`config.mk`:
```
export PLATFORM = sky130hd
export DESIGN_NAME = dlos_detector
export DESIGN_NICKNAME = d
export VERILOG_FILES = /design/src/rtl/dlos_pkg.sv /design/src/rtl/dlos_run_counter.sv /design/src/rtl/dlos_flag.sv /design/src/rtl/dlos_detector.sv
export SDC_FILE = /design/constraint.sdc
export NUM_CORES = 1
export LEC_CHECK = 0
export ABC_AREA = 1
export CORE_MARGIN = 8
export CORE_UTILIZATION = 40
export CTS_CLUSTER_SIZE = 14
export DETAILED_ROUTE_END_ITERATION = 8
export GPL_TIMING_DRIVEN = 0
export HOLD_SLACK_MARGIN = 0.02
export PLACE_DENSITY_LB_ADDON = 0.15
export SLEW_MARGIN = 5
export SYNTH_ARGS = -nofsm -noshare
export SYNTH_HDL_FRONTEND = slang
export SYNTH_HIERARCHICAL = 1
export SYNTH_SLANG_ARGS = --single-unit
```
`constraint.sdc`:
```
create_clock -name clk -period 3.1 [get_ports clk]
set_clock_uncertainty 0.15 [all_clocks]
set_input_delay 0.93 -clock clk [delete_from_list [all_inputs] [get_ports clk]]
set_output_delay 0.93 -clock clk [all_outputs]
set_load 0.1 [all_outputs]
```
`src/rtl/dlos_pkg.sv`:
```
// Package: shared constants and helpers for the digital loss-of-signal detector.
// Assumes thresholds are given in pulse intervals.
package dlos_pkg;
    localparam int RUN_MIN = 10;
    localparam int RUN_MAX = 255;
    localparam int RUN_W   = $clog2(RUN_MAX + 1);

    typedef enum logic {
        LINK_UP   = 1'b0,
        LINK_LOST = 1'b1
    } link_state_e;

    // Clamp a requested run length into the legal window.
    function automatic int clamp_run(input int req);
        if (req < RUN_MIN) return RUN_MIN;
        if (req > RUN_MAX) return RUN_MAX;
        return req;
    endfunction
endpackage

```
`src/rtl/dlos_run_counter.sv`:
```
// Module: counts consecutive qualifying strobed intervals.
// It reports `hit` combinationally on the strobe that completes LIMIT of them.
// Assumes LIMIT >= 2. The count returns to zero on hit, on restart or while held.
module dlos_run_counter #(
    parameter int LIMIT = 175,
    parameter int W     = 8
) (
    input  logic clk,
    input  logic rst_n,
    input  logic adv,
    input  logic restart,
    input  logic hold,
    output logic hit
);
    localparam logic [W-1:0] LAST = W'(LIMIT - 1);

    logic [W-1:0] cnt;

    // Flag the strobe that completes the run.
    always_comb begin
        hit = adv && !restart && !hold && (cnt == LAST);
    end

    // Advance, restart or hold the run count.
    always_ff @(posedge clk) begin
        if (!rst_n) begin
            cnt <= '0;
        end else if (hold || hit || (adv && restart)) begin
            cnt <= '0;
        end else if (adv) begin
            cnt <= cnt + 1'b1;
        end
    end
endmodule

```
`src/rtl/dlos_flag.sv`:
```
// Module: holds the loss-of-signal flag and makes its change pulse.
// Assumes set_hit arrives only while the link is up and clr_hit only while it is lost.
module dlos_flag
    import dlos_pkg::*;
(
    input  logic clk,
    input  logic rst_n,
    input  logic set_hit,
    input  logic clr_hit,
    output logic los,
    output logic los_chg
);
    link_state_e state;

    // Move between link up and link lost, pulsing on every move.
    always_ff @(posedge clk) begin
        if (!rst_n) begin
            state   <= LINK_LOST;
            los_chg <= 1'b0;
        end else if (state == LINK_UP && set_hit) begin
            state   <= LINK_LOST;
            los_chg <= 1'b1;
        end else if (state == LINK_LOST && clr_hit) begin
            state   <= LINK_UP;
            los_chg <= 1'b1;
        end else begin
            los_chg <= 1'b0;
        end
    end

    // Drive the flag from the state.
    always_comb begin
        los = (state == LINK_LOST);
    end
endmodule

```
`src/rtl/dlos_detector.sv`:
```
// Module: digital loss-of-signal detector (top).
// Raises `los` after SET_THRESH empty intervals. Drops it after CLR_THRESH intervals
// free of excessive-zero events. The analog mute forces intervals to count as empty and
// blocks the clear. Thresholds are clamped to the range 10..255.
module dlos_detector
    import dlos_pkg::*;
#(
    parameter int SET_THRESH = 175,
    parameter int CLR_THRESH = 175
) (
    input  logic clk,
    input  logic rst_n,
    input  logic ivl_stb,
    input  logic pulse_seen,
    input  logic exz_evt,
    input  logic amute,
    output logic los,
    output logic los_chg
);
    localparam int SET_EFF = clamp_run(SET_THRESH);
    localparam int CLR_EFF = clamp_run(CLR_THRESH);

    logic live_pulse;
    logic clr_break;
    logic set_hit;
    logic clr_hit;

    // Qualify the interval: the mute hides pulses and breaks clear runs.
    always_comb begin
        live_pulse = pulse_seen && !amute;
        clr_break  = exz_evt || amute;
    end

    dlos_run_counter #(.LIMIT(SET_EFF), .W(RUN_W)) u_zero_run (
        .clk     (clk),
        .rst_n   (rst_n),
        .adv     (ivl_stb),
        .restart (live_pulse),
        .hold    (los),
        .hit     (set_hit)
    );

    dlos_run_counter #(.LIMIT(CLR_EFF), .W(RUN_W)) u_clear_run (
        .clk     (clk),
        .rst_n   (rst_n),
        .adv     (ivl_stb),
        .restart (clr_break),
        .hold    (!los),
        .hit     (clr_hit)
    );

    dlos_flag u_flag (
        .clk     (clk),
        .rst_n   (rst_n),
        .set_hit (set_hit),
        .clr_hit (clr_hit),
        .los     (los),
        .los_chg (los_chg)
    );
endmodule

```
# --- Yosys cells after proc, flatten, opt, wreduce, memory -nomap -nowiden ---
# Index checks and enable logic that the tools add are counted.
word_totals:
  register_bits: 18
  inputBits: 6
  output_inout_bits: 2
  word_cells: 35
classes:
  addsub: 2
  n_eq_ne: 2
  mux: 2
  bitwise_logic: 2
  reduce_logical: 23
ops:
  columns: ["op", "n"]
  rows:
  - ["8-bit by 1-bit adder with 8-bit output (second input constant)", 2]
  - ["8-bit equality test (second input constant)", 2]
  - ["1-bit logical AND", 11]
  - ["2-bit OR reduction", 3]
  - ["1-bit logical OR", 5]
  - ["1-bit logical NOT", 4]
  - ["1-bit 2-to-1 mux", 2]
  - ["1-bit inverter", 2]

# --- Logic depth before layout (Yosys ltp) ---
depth:
  depth_word: 9
  mapped_depth: 11
  mapped_depth_nobuf: 11

# --- By module ---
# Netlist, hierarchy kept.
modules_own_cells:
  columns: ["module", "n_inst", "cells_per_inst", "area_each_um2", "seq_area_each_um2"]
  rows:
  - ["dlos_run_counter", 2, 70, 466.7, 160.2]
  - ["dlos_flag", 1, 10, 73.8, 40.0]
  - ["dlos_detector", 1, 6, 22.5, 0.0]

# --- Least setup slack after synthesis ---
# No wires, ideal clock.
synth_timing:
  kind: "register to output"
  start: "register u_flag.state (netlist: u_flag/los)"
  end: "output port los"
  arrival_ns: 0.987
  t_required_ns: 2.020
  slack_ns: 1.033
  stages_incl_launch_ff: 1
  cell_sequence: "dfxtp_1"
synth_lines:
  columns: ["item", "line_no", "rtl"]
  rows:
  - ["start: declaration", "dlos_flag.sv:13", "link_state_e state;"]
  - ["start signal: assignment", "dlos_flag.sv:18", "state <= LINK_LOST;"]
  - ["start signal: assignment", "dlos_flag.sv:21", "state <= LINK_LOST;"]
  - ["start signal: assignment", "dlos_flag.sv:24", "state <= LINK_UP;"]
  - ["end: declaration", "dlos_detector.sv:17", "output logic los,"]
# No word-level cell between the ends.

# --- Final worst setup path ---
layout_timing:
  start: "register u_flag.state (netlist: u_flag/los)"
  end: "output port los"
# No word-level cell between the ends.

==> flow_metrics.tcl <==
set metrics [dict create \
    fp.dieArea_sq_um 4450 \
    drt-pass1-iter-count 4 \
    syn-mean-instance-area_sq_um 6.60 \
    power.leakage_nw 0.554 \
    cts_inserted_buffers 3 \
    wl_mm 1.79 \
    root_buffer "clkbuf_4" \
    totalNegativeSetupSlack_ps 0 \
    fmax_ghz 0.337 \
    timing.critical_path.arrival_ps 1890 \
    synth_top_flop_cell "dfxtp_1" \
    timing.critical_path.cells "clkdlybuf4s50_1" \
    synth-async-reset-ratio 0 \
    crit_path_start "u_flag/los$_SDFFE_PP1P_" \
    yosys.cell_types.count 16 \
    post-place-cells 193 \
    timing.final.setup_violations 0 \
    hold_fix_buffers_at_cts 0 \
    holdCritStartpoint "u_zero_run/cnt[7]$_SDFFE_PP0P_" \
    synth_edf_count 0 \
    ys_top_cells_by_count "nand2_1, inv_1, dfxtp_1, nor2_1" \
    grt_first_pass_wirelength_mm 3.24 \
    critical_path_required_ps 2020 \
    place.gp.congestion 0.727 \
    die_x_um 66.7 \
    buffer_ports.inserted 7 \
    drc 0 \
    place_ws_ps 452 \
    synth_top_cells_by_area "dfxtp_1, nand2_1, inv_1" \
    holdCritPathClass "reg -> reg" \
    clk_path_buf_depth 2 \
    clkTransAtPathRegs_ps 110 \
    critical_path_cell_count 1 \
    cts_htree_levels 1 \
    synth_largest_type_area_fraction 0.350 \
    rr_endpoint "u_flag/los_chg$_SDFF_PN0_" \
    timing.critical_path.slowest_cell_delay_ps 1170 \
    via_count_of_the_first_global_routing_pass 834 \
    critPathBufInv 1 \
    vdd.ir_drop.worst_mv 0.200 \
    placedInstanceArea_sq_um 1140 \
    clkLatencyLatePin_ps 290 \
    setup.worst_path.start_class "flop" \
    worst-r2r-setup-slack_ps 1700 \
    crit_path_time_final_ps 2970 \
    fin_area_sq_um 1170 \
    core.rowCount 18 \
    crit_path_end "los" \
    criticalPathCategory "reg -> out" \
    boundaryPins 8 \
    fill_cell_total_of_the_finished_layout 259 \
    dr.first_iter.drc_count 30 \
    synth.yosys.seq_area_share 0.350 \
    most_instantiated_library_cell_after_synthesis "nand2_1" \
    globalRouteTotalUtil 0.0938 \
    powerDensity_nw_per_um2 342 \
    worst_pin_slew_ps 969 \
    worst_r2r_startpoint "u_clear_run/cnt[0]$_SDFFE_PP0P_" \
    ys_seq_elements 18 \
    register_area_sq_um 360 \
    util_after_layout 0.478 \
    whs_ps 409 \
    die_height_um 66.7 \
    finalNetCount 178 \
    worst_slack_ps 134 \
    syn_nets 166 \
    yosysWarningCount 6 \
    worst_path_cell_with_the_longest_stage_delay "clkdlybuf4s50_1" \
    status "completed" \
    period_utilization_post_route 0.957 \
    antenna_found_initial 0 \
    fp.coreArea_sq_um 2450 \
    report.final.slew_viol_count 0 \
    layout_cell_share_with_drive_strength_beyond_1 0.114 \
    reg2reg_depth 10 \
    grt_max_degree 11 \
    dp_hpwl_mm 1.40 \
    critPathMaxFanout 6 \
    critPathCaptureType "output pin" \
    area.growth.synth_to_final_pct 14.0 \
    wl_per_cell_um 9.08 \
    postCtsSetupRepairBufs 0 \
    grt_overflow 0 \
    cell_type_contributing_the_most_total_cell_area_after_synthesis "dfxtp_1" \
    cts.repair.resized 0 \
    drt-vias-per-instance 4.43 \
    effective_utilization_at_floorplan 0.419 \
    cts_sinks 18 \
    ant_nets 0 \
    via_count 873 \
    synth_area_sq_um 1030 \
    cells_after_synth 156 \
    multiInputGateArea_sq_um 542 \
    antenna_cells_inserted 0 \
    stdcell_count 197 \
    timing.max_slew.rel_slack 0.352 \
    cpLargestDelayFamily "buffers and inverters" \
    pnr_total_power_uw 401 \
    cts_tree "yes" \
    hold_viol_final 0 \
    timing.max_cap.violations 0 \
    rsz_0062_raised_after_global_routing "false" \
]
[logic make-up (layout without fill, tap and decap cells)]
group	after synthesis	count (layout)	share of synthesized area
XOR/XNOR	6	6	0.0510
AND/OR/NAND/NOR	90	90	0.407
buffers and inverters	34	45	0.124
flip-flops	18	18	0.350
AO/OA/AOI/OAI	4	4	0.0194
adder cells (fa/ha/maj)	4	4	0.0486
[final cells by class]
type,instances,area share
Timing Repair Buffer,7,0.0597
Sequential cell,18,0.307
Multi-Input combinational cell,104,0.462
Clock buffer,4,0.0309
Inverter,34,0.109
Tap cell,30,0.0320
[power breakdown]
part	total (mW)	internal [mW]	switching (mW)
logic	0.0224	0.0100	0.0124
registers	0.234	0.232	0.00131
clock network	0.145	0.0715	0.0733
total	0.401	0.314	0.0871
[layer usage]
layer / part of all wire / track usage / vias up
met3: 0.018 / 0.0252 / 2
met2: 0.51 / 0.171 / 2
li1: - / - / 477
met1: 0.46 / 0.0920 / 392
met5: 0 / 0 / -
met4: 0.010 / 0.0560 / 0
[flip-flops by register name, summed over array words and instances, names as in the netlist]
signal           cells
u_flag/los           1
u_flag/los_chg       1
u_zero_run/cnt       8
u_clear_run/cnt      8
[worst min-delay path, cell delays in order (launching register included)]
cell and delay (ps):
dfxtp_1 340, inv_1 50, nand2_1 40, nand2_1 60, nor2_2 30
[worst min-delay path by stage]
stage	cells after the start	endpoint	slack, ps
floorplan	2	u_clear_run/cnt[2]$_SDFFE_PP0P_	370
global placement	3	u_flag/los$_SDFFE_PP1P_	380
detailed placement	3	u_flag/los$_SDFFE_PP1P_	390
CTS	4	u_zero_run/cnt[7]$_SDFFE_PP0P_	420
global route	4	u_zero_run/cnt[7]$_SDFFE_PP0P_	450
finish	4	u_zero_run/cnt[7]$_SDFFE_PP0P_	410
[placed cells by master (no fill, tap or decap), drive strengths merged, types with 4 or more instances in the layout]
master / count
clkbuf: 4
clkdlybuf4s50: 7
dfxtp: 18
ha: 4
inv: 34
nand2: 52
nand3: 7
nor2: 27
xor2: 4
Power figures use the tool's default switching activity.
